$ cat src/rtl/phy_cfg_pkg.sv
`timescale 1ns/1ps
package phy_cfg_pkg;
   typedef enum logic [1:0] {
      WSEL_NONE = 2'd0,
      WSEL_CFG  = 2'd1,
      WSEL_LANE = 2'd2,
      WSEL_STAT = 2'd3
   } word_sel_e;

   localparam int unsigned HALF_W = 16;
   localparam int unsigned BUS_W  = 2 * HALF_W;
endpackage

$ cat src/rtl/pcb_masked_word.sv
`timescale 1ns/1ps
module pcb_masked_word #(
   parameter int unsigned W = 16,
   parameter logic [W-1:0] RST_VAL = '0,
   parameter logic [W-1:0] IMPL = '1
) (
   input  logic           clk,
   input  logic           rst_n,
   input  logic           we,
   input  logic [2*W-1:0] wdata,
   output logic [W-1:0]   q
);
   logic [W-1:0] en_bits;
   logic [W-1:0] q_next;

   generate
      if (W < 1 || W > 32) begin : g_bad_w
         $error("pcb_masked_word: W out of range");
      end
   endgenerate

   always_comb begin
      en_bits = wdata[2*W-1:W] & IMPL;
      q_next  = (q & ~en_bits) | (wdata[W-1:0] & en_bits);
   end

   always_ff @(posedge clk or negedge rst_n) begin
      if (!rst_n) q <= RST_VAL & IMPL;
      else if (we) q <= q_next;
   end


   idle_hold_chk: assert property (@(posedge clk) disable iff (!rst_n)
      !we |=> $stable(q));

   genvar gi;
   generate
      for (gi = 0; gi < W; gi++) begin : g_bit

         masked_hold_chk: assert property (@(posedge clk) disable iff (!rst_n)
            (we && !wdata[W+gi]) |=> (q[gi] == $past(q[gi])));
         if (!IMPL[gi]) begin : g_unimpl

            unimpl_zero_chk: assert property (@(posedge clk) disable iff (!rst_n)
               q[gi] == 1'b0);
         end
      end
   endgenerate
endmodule

$ cat src/rtl/pcb_commit.sv
`timescale 1ns/1ps
module pcb_commit #(
   parameter int unsigned ADDR_W = 6,
   parameter int unsigned DATA_W = 4,
   parameter bit CLEAR_ON_RESET = 1'b1
) (
   input  logic              clk,
   input  logic              rst_n,
   input  logic              strobe,
   input  logic [ADDR_W-1:0] addr,
   input  logic [DATA_W-1:0] data,
   input  logic [ADDR_W-1:0] rd_addr,
   output logic [DATA_W-1:0] rd_data,
   output logic              commit_pulse,
   output logic [ADDR_W-1:0] commit_addr,
   output logic [DATA_W-1:0] commit_data
);
   localparam int unsigned DEPTH = 1 << ADDR_W;

   logic [DATA_W-1:0] mem [DEPTH];
   logic              strobe_q;
   logic              rise;

   generate
      if (ADDR_W > 10) begin : g_bad_depth
         $error("pcb_commit: array too deep");
      end
   endgenerate

   assign rise    = strobe & ~strobe_q;
   assign rd_data = mem[rd_addr];

   always_ff @(posedge clk or negedge rst_n) begin
      if (!rst_n) begin
         strobe_q     <= 1'b0;
         commit_pulse <= 1'b0;
         commit_addr  <= '0;
         commit_data  <= '0;
      end else begin
         strobe_q     <= strobe;
         commit_pulse <= rise;
         if (rise) begin
            commit_addr <= addr;
            commit_data <= data;
         end
      end
   end

   generate
      if (CLEAR_ON_RESET) begin : g_clr
         always_ff @(posedge clk or negedge rst_n) begin
            if (!rst_n) begin
               for (int i = 0; i < DEPTH; i++) mem[i] <= '0;
            end else if (rise) begin
               mem[addr] <= data;
            end
         end
      end else begin : g_noclr
         always_ff @(posedge clk) begin
            if (rise) mem[addr] <= data;
         end
      end
   endgenerate


   one_shot_chk: assert property (@(posedge clk) disable iff (!rst_n)
      commit_pulse |=> !commit_pulse);


   payload_chk: assert property (@(posedge clk) disable iff (!rst_n)
      commit_pulse |-> (commit_addr == $past(addr) && commit_data == $past(data)));


   stored_chk: assert property (@(posedge clk) disable iff (!rst_n)
      commit_pulse |-> (mem[commit_addr] == commit_data || rise));


   no_spur_chk: assert property (@(posedge clk) disable iff (!rst_n)
      (strobe && $past(strobe)) |=> !commit_pulse);
endmodule

$ cat src/rtl/phy_cfg_bridge.sv
`timescale 1ns/1ps
module phy_cfg_bridge
   import phy_cfg_pkg::*;
#(
   parameter int unsigned ADDR_W    = 6,
   parameter int unsigned DATA_W    = 4,
   parameter int unsigned LANES     = 4,
   parameter int unsigned LANE_LSB  = 3,
   parameter int unsigned OFF_W     = 16,
   parameter logic [OFF_W-1:0] CFG_OFF  = 16'he220,
   parameter logic [OFF_W-1:0] LANE_OFF = 16'he214,
   parameter logic [OFF_W-1:0] STAT_OFF = 16'he2a4
) (
   input  logic              clk,
   input  logic              rst_n,
   input  logic              bus_sel,
   input  logic              bus_we,
   input  logic [OFF_W-1:0]  bus_addr,
   input  logic [31:0]       bus_wdata,
   output logic [31:0]       bus_rdata,
   input  logic              pll_locked,
   input  logic              pll_out_flag,
   output logic [ADDR_W-1:0] phy_addr,
   output logic [DATA_W-1:0] phy_data,
   output logic [LANES-1:0]  lane_idle,
   output logic              commit_pulse,
   output logic [ADDR_W-1:0] commit_addr,
   output logic [DATA_W-1:0] commit_data
);
   localparam int unsigned ADDR_LSB = 1;
   localparam int unsigned DATA_LSB = ADDR_LSB + ADDR_W;
   localparam int unsigned CFG_TOP  = DATA_LSB + DATA_W;
   localparam int unsigned LOCK_BIT = 9;
   localparam int unsigned OUT_BIT  = 10;
   localparam logic [HALF_W-1:0] CFG_IMPL  = HALF_W'((1 << CFG_TOP) - 1);
   localparam logic [HALF_W-1:0] LANE_IMPL = HALF_W'(((1 << LANES) - 1) << LANE_LSB);

   generate
      if (CFG_TOP > HALF_W) begin : g_bad_cfg
         $error("phy_cfg_bridge: config fields exceed half word");
      end
      if (LANE_LSB + LANES > HALF_W) begin : g_bad_lane
         $error("phy_cfg_bridge: lane field exceeds half word");
      end
      if (DATA_W + 1 > LOCK_BIT) begin : g_bad_stat
         $error("phy_cfg_bridge: readback overlaps PLL flags");
      end
   endgenerate

   word_sel_e         wsel;
   logic [HALF_W-1:0] cfg_q;
   logic [HALF_W-1:0] lane_q;
   logic [HALF_W-1:0] stat_lo;
   logic [DATA_W-1:0] rb_data;
   logic              wr;

   always_comb begin
      unique case (bus_addr)
         CFG_OFF:  wsel = WSEL_CFG;
         LANE_OFF: wsel = WSEL_LANE;
         STAT_OFF: wsel = WSEL_STAT;
         default:  wsel = WSEL_NONE;
      endcase
   end

   assign wr = bus_sel & bus_we;

   pcb_masked_word #(
      .W       (HALF_W),
      .RST_VAL ('0),
      .IMPL    (CFG_IMPL)
   ) u_cfg_word (
      .clk   (clk),
      .rst_n (rst_n),
      .we    (wr && wsel == WSEL_CFG),
      .wdata (bus_wdata),
      .q     (cfg_q)
   );

   pcb_masked_word #(
      .W       (HALF_W),
      .RST_VAL (LANE_IMPL),
      .IMPL    (LANE_IMPL)
   ) u_lane_word (
      .clk   (clk),
      .rst_n (rst_n),
      .we    (wr && wsel == WSEL_LANE),
      .wdata (bus_wdata),
      .q     (lane_q)
   );

   assign phy_addr  = cfg_q[DATA_LSB-1:ADDR_LSB];
   assign phy_data  = cfg_q[CFG_TOP-1:DATA_LSB];
   assign lane_idle = lane_q[LANE_LSB+LANES-1:LANE_LSB];

   pcb_commit #(
      .ADDR_W         (ADDR_W),
      .DATA_W         (DATA_W),
      .CLEAR_ON_RESET (1'b1)
   ) u_commit (
      .clk          (clk),
      .rst_n        (rst_n),
      .strobe       (cfg_q[0]),
      .addr         (phy_addr),
      .data         (phy_data),
      .rd_addr      (phy_addr),
      .rd_data      (rb_data),
      .commit_pulse (commit_pulse),
      .commit_addr  (commit_addr),
      .commit_data  (commit_data)
   );

   always_comb begin
      stat_lo                  = '0;
      stat_lo[DATA_W:1]        = rb_data;
      stat_lo[LOCK_BIT]        = pll_locked;
      stat_lo[OUT_BIT]         = pll_out_flag;
   end

   always_comb begin
      bus_rdata = '0;
      case (wsel)
         WSEL_CFG:  bus_rdata[HALF_W-1:0] = cfg_q;
         WSEL_LANE: bus_rdata[HALF_W-1:0] = lane_q;
         WSEL_STAT: bus_rdata[HALF_W-1:0] = stat_lo;
         default:   bus_rdata = '0;
      endcase
   end


   upper_zero_chk: assert property (@(posedge clk) disable iff (!rst_n)
      bus_rdata[31:16] == 16'h0);


   undecoded_zero_chk: assert property (@(posedge clk) disable iff (!rst_n)
      (bus_addr != CFG_OFF && bus_addr != LANE_OFF && bus_addr != STAT_OFF)
         |-> bus_rdata == 32'h0);


   stat_write_chk: assert property (@(posedge clk) disable iff (!rst_n)
      (wr && bus_addr == STAT_OFF) |=> ($stable(cfg_q) && $stable(lane_q)));
endmodule

$ cat config.mk
export PLATFORM = sky130hd
export DESIGN_NAME = phy_cfg_bridge
export DESIGN_NICKNAME = d
export VERILOG_FILES = /design/src/rtl/phy_cfg_pkg.sv /design/src/rtl/pcb_masked_word.sv /design/src/rtl/pcb_commit.sv /design/src/rtl/phy_cfg_bridge.sv
export SDC_FILE = /design/constraint.sdc
export NUM_CORES = 1
export LEC_CHECK = 0
export ABC_AREA = 1
export BUFFER_PORTS_ARGS = -buffer_cell sky130_fd_sc_hd__buf_4
export CAP_MARGIN = 20
export CORE_ASPECT_RATIO = 0.6
export CORE_MARGIN = 5
export CORE_UTILIZATION = 46
export CTS_CLUSTER_DIAMETER = 200
export DETAILED_ROUTE_END_ITERATION = 6
export PLACE_DENSITY = 0.71
export SLEW_MARGIN = 5
export SYNTH_ARGS = -nofsm -noshare
export SYNTH_HDL_FRONTEND = slang
export SYNTH_SLANG_ARGS = --single-unit
$ cat constraint.sdc
create_clock -name clk -period 3.6 [get_ports clk]
set_clock_uncertainty 0.1 [all_clocks]
set_input_delay 0.54 -clock clk [delete_from_list [all_inputs] [get_ports clk]]
set_output_delay 0.54 -clock clk [all_outputs]
set_load 0.1 [all_outputs]
* Yosys cells after proc, flatten, opt, wreduce, memory -nomap -nowiden *
Index checks and enable logic that the tools add are counted.

storage, ports and cells
  register bits after elaboration = 300
  input bits = 54
  output and inout port bits = 57
  word-level logic and storage cells = 101

cells by class
  order comparisons = 2
  equal/unequal tests = 6
  mux-type cells = 8
  bitwise operators = 12
  reduce and logical (&&, ||, !) cells = 3

operators with widths
  cell                                                                  number
  256-bit bitwise mux                                                   1
  16-bit == test, second input constant                                 3
  16-bit one-hot mux with 3 select lines                                1
  16-bit AND                                                            2
  16-bit OR                                                             2
  4-bit binary-select mux with 6-bit select                             1
  4-bit demux with 6-bit select                                         1
  16-bit by 11-bit AND with 16-bit output                               1
  16-bit by 7-bit AND with 16-bit output                                1
  11-bit inverter with 16-bit output                                    1
  7-bit inverter with 16-bit output                                     1
  4-bit 2-to-1 mux                                                      3
  7-bit greater-or-equal comparator, second input constant              1
  7-bit by 1-bit < comparator with 1-bit output, second input constant  1
  6-bit inverter with 7-bit output                                      1
  2-bit one-hot mux with 3 select lines                                 1
  2-bit == test, second input constant                                  2
  1-bit logical AND                                                     3
  1-bit AND                                                             2
  2-bit by 1-bit == test with 1-bit output, second input constant       1
  1-bit inverter                                                        1

* Longest topological paths before layout *
  depth in word-level cells = 6
  gate-level depth with buffers = 15
  mapped depth without buffers = 13

* By module *
Synthesis repeated with hierarchy kept, for this count alone.

unflattened totals
  cell total of the unflattened synthesis = 1750
  area, all modules = 13548.0 µm²

by module, submodules not included
  module                         times used  cells an instance  area each (µm²)  sequential area each (µm²)
  pcb_commit                     1           1532               12159.2          6706.4
  phy_cfg_bridge                 1           121                601.8            0.0
  pcb_masked_word (u_cfg_word)   1           63                 518.0            275.3
  pcb_masked_word (u_lane_word)  1           34                 269.0            105.1

* Worst setup path before layout *
Ideal clock, no wire load.

  path kind = reg-to-output
  start = reg (tool-made name)
  end = out bus_rdata[9]
  data arrival time = 3.604 ns
  required time = 2.960 ns
  slack = -0.644 ns
  stages on the path, launching flop included = 5
  path buffers = 2
  cell sequence = dfrtp_1 inv_1 clkbuf_1 clkbuf_1 o21ai_0

RTL lines
  what           line                  text
  end, declared  phy_cfg_bridge.sv:20  output logic [31:0] bus_rdata,

==> impl_metrics.env <==
export IMPL_status="completed"
export IMPL_ir_worst_vdd_mv=0.288
export IMPL_drc_errors=0
export IMPL_design_core_area_sq_um=28700
export IMPL_clock_path_buffers=3
export IMPL_gp_congestion=0.873
export IMPL_grt_total_usage=0.230
export IMPL_cts_htree_levels=1
export IMPL_cp_start_kind="register"
export IMPL_wl_um=38100
export IMPL_port_buffers=79
export IMPL_critPathArrivalTime_ns=2.83
export IMPL_rows=48
export IMPL_drtAntennaViolNets=0
export IMPL_wl_per_cell_um=17.3
export IMPL_slew_headroom=0.365
export IMPL_cap_violations=0
export IMPL_synth_seq_cells=283
export IMPL_synth_fa_ha_area_frac=0
export IMPL_cts_sinks=283
export IMPL_synth_area_top_cells="dfrtp_1 52%, nand2_1 22%, o21ai_0 11%, nor2_1 3.4%, nand3_1 1.7%"
export IMPL_setup_viol_count_final=0
export IMPL_synth_xor_area_share=0
export IMPL_met3_length_um=3890
export IMPL_route_met2_wl_um=15800
export IMPL_antenna_found_initial=0
export IMPL_cellLeakagePower_nw=7.08
export IMPL_cts_root_buf="clkbuf_16"
export IMPL_power_total_mw=6.16
export IMPL_r2r_slack_ns=0.90
export IMPL_numCtsBuffers=27
export IMPL_critPathMaxStageDelay_ns=0.61
export IMPL_path_clk_slew_ns=0.06
export IMPL_critical_path_class="reg -> out"
export IMPL_grt_setup_unrepaired="no"
export IMPL_antennaDiodeCount=0
export IMPL_drv_slew=0
export IMPL_clock_latency_ns=0.55
export IMPL_yosys_area_share_simple=0.286
export IMPL_die_h_um=142
export IMPL_layout_nets=1867
export IMPL_yosys_area_top_type="dfrtp_1"
export IMPL_yosysSeqAreaShare=0.529
export IMPL_synth_top_cell_area_share=0.522
export IMPL_finalHoldViolCount=0
export IMPL_critPathMostFrequentCell="nand2_1"
export IMPL_viasPerCell=5.38
export IMPL_maxUsedRoutingLayer="met4"
export IMPL_synth_top_family_by_area="simple AND/OR/NAND/NOR gates"
export IMPL_layout_drive_gt1_share=0.100
export IMPL_synth_compound_area_share=0.130
export IMPL_ys_warn_count=0
export IMPL_fmax_ghz=0.288
export IMPL_end_kind="output port"
export IMPL_setup_tns_ns=0
export IMPL_wl_met1_um=17700
export IMPL_min_path_type="in -> reg"
export IMPL_nFillCells=2726
export IMPL_die_area_sq_um=32700
export IMPL_cts_tree="done"
export IMPL_grt_max_degree=94
export IMPL_die_w_um=230
export IMPL_num_vias=11900
export IMPL_grt_ovfl_total=0
export IMPL_rr_worst_depth=6
export IMPL_ys_types=29
export IMPL_min_period_ns=3.47
export IMPL_post_route_period_util=0.965
export IMPL_grt_pass1_wl_um=60900
export IMPL_r2r_end="u_commit.mem[180]"
export IMPL_initial_core_util=0.466
export IMPL_syn_cell_area_sq_um=13400
export IMPL_area_growth_pct=14.0
export IMPL_cp_slowest_cell="dfrtp_4"
export IMPL_min_delay_start="bus_wdata[22]"
export IMPL_synthMuxAreaShare=0
export IMPL_post_synth_cell_area_avg_sq_um=7.63
export IMPL_path_cells="nor2_2 > nand3_1 > nand4_1 > nand2_1 > nand2_1 > nor2_1 > nand3_1 > nand2_1 > buf_8"
export IMPL_cp_max_fo=17
export IMPL_worst_pin_slew_ns=0.946
export IMPL_drt_first_pass_iters=6
export IMPL_synthesis_instances=1755
export IMPL_p_per_area_nw_per_um2=403
export IMPL_drt_initial_drc_count=1360
export IMPL_holdPathStages=2
export IMPL_dpl_hpwl_um=23800
export IMPL_critPathRequiredTime_ns=2.96
export IMPL_grt_pass1_vias=11100
export IMPL_num_io_pins=111
-- layout by cell type (no fill, tap or decap), types with 2 or more instances in the layout --
cell type	n
clkinv_2	7
inv_2	7
o21ai_0	302
nand2_2	2
nor4_4	3
inv_1	45
nor3_4	2
conb_1	21
a31oi_1	4
nand4_1	9
nand2_1	768
dfrtp_1	277
dfrtp_4	2
o21ai_1	22
buf_6	2
clkbuf_8	5
nand3_1	46
clkbuf_16	28
buf_8	2
o21bai_1	3
nor2_1	119
nor3_2	2
buf_12	6
buf_4	103
nor2_2	4
o22ai_1	4
nor3_1	10
clkbuf_1	6
a21oi_1	7
dfstp_2	4
-- cell families (layout without fill, tap and decap cells) --
family,count (synthesis),in the layout
other,1,21
and+or+nand+nor,967,967
buffers and inverters,161,216
AOI/OAI and AO/OA,343,343
DFF,283,283
-- worst max-delay path by stage --
stage | from | to | slack, ns | cells past startpoint
after CTS | register | bus_rdata[3] | 0.02 | 13
after detailed placement | register | bus_rdata[3] | 0.59 | 13
after global placement | register | bus_rdata[3] | 0.58 | 9
after floorplan | register | bus_rdata[9] | 0.12 | 4
final | register | bus_rdata[3] | 0.13 | 9
after global routing | register | bus_rdata[3] | 0.002 | 13
-- registers in the layout, indices dropped and copies added (netlist names), named ones only --
register and cells:
u_commit.commit_addr 6, u_commit.commit_data 4, u_commit.commit_pulse 1, u_commit.mem 256
u_commit.strobe_q 1
-- cell type report --
class | instances | area, sq um | share of cell area
Tap cell | 375 | 469 | 0.0307
Sequential cell | 283 | 7090 | 0.465
Clock buffer | 38 | 767 | 0.0502
Inverter | 54 | 211 | 0.0139
Timing Repair Buffer | 116 | 1010 | 0.0661
Multi-Input combinational cell | 1331 | 5650 | 0.370
Clock inverter | 8 | 65.1 | 0.00426
-- where the power goes --
| part | switching, mW | internal [mW] | leakage [nW] |
|---|---|---|---|
| Sequential | 0.0000412 | 3.18 | 3.94 |
| Combinational | 0.173 | 0.0407 | 2.72 |
| Clock | 1.22 | 1.54 | 0.417 |
| Total | 1.39 | 4.77 | 7.08 |
-- synthesized netlist by cell type --
master    instances
o22ai_1           4
nand2_1         769
nor2_1          120
o21bai_1          3
buf_4            23
dfstp_2           4
clkinv_1          1
buf_2            31
nor4_4            3
inv_1            50
nand3b_1          1
conb_1            1
nand2_2           1
nor3_2            2
o21ai_0         306
clkbuf_1         48
a21boi_0          1
nor3_1           10
o21ai_1          18
nand3_1          46
nor4_1            1
dfrtp_1         279
a31oi_1           4
nor2_2            3
nand4_1           9
a21oi_1           7
buf_1             5
nor3_4            2
inv_2             3
-- critical path: cells and delay by family, from the launching register on --
kind / cells / cell delay (ns)
buffers and inverters: 1 / 0.20
DFF: 1 / 0.61
and+or+nand+nor: 8 / 1.46
-- per-layer routing --
| layer | track usage | vias up |
|---|---|---|
| met2 | 0.338 | 562 |
| li1 | - | 5696 |
| met4 | 0.0465 | 0 |
| met3 | 0.0483 | 55 |
| met5 | 0 | - |
| met1 | 0.354 | 5560 |
-- per-stage QoR --
| stage | util | area, sq um | hold slack, ns | instances | worst slack (ns) |
|---|---|---|---|---|---|
| after floorplan | - | 13500 | 0.144 | 1775 | 0.116 |
| after global placement | 0.500 | 14400 | 0.303 | 2156 | 0.583 |
| after detailed placement | 0.500 | 14400 | 0.317 | 2156 | 0.587 |
| after CTS | 0.529 | 15200 | 0.0382 | 2203 | 0.0163 |
| after global routing | 0.532 | 15300 | 0.0567 | 2205 | 0.00219 |
| final | 0.532 | 15300 | 0.0642 | 2205 | 0.126 |
-- what timing repair did --
item,4_1_cts,5_1_grt
endpoints found under the setup margin,1,3
endpoints found under the hold margin,85,0
gates resized for setup,1,12
hold buffers,1,0
gates cloned,0,1
buffers inserted,0,1
Note: power is estimated with default switching activity, not from simulation.
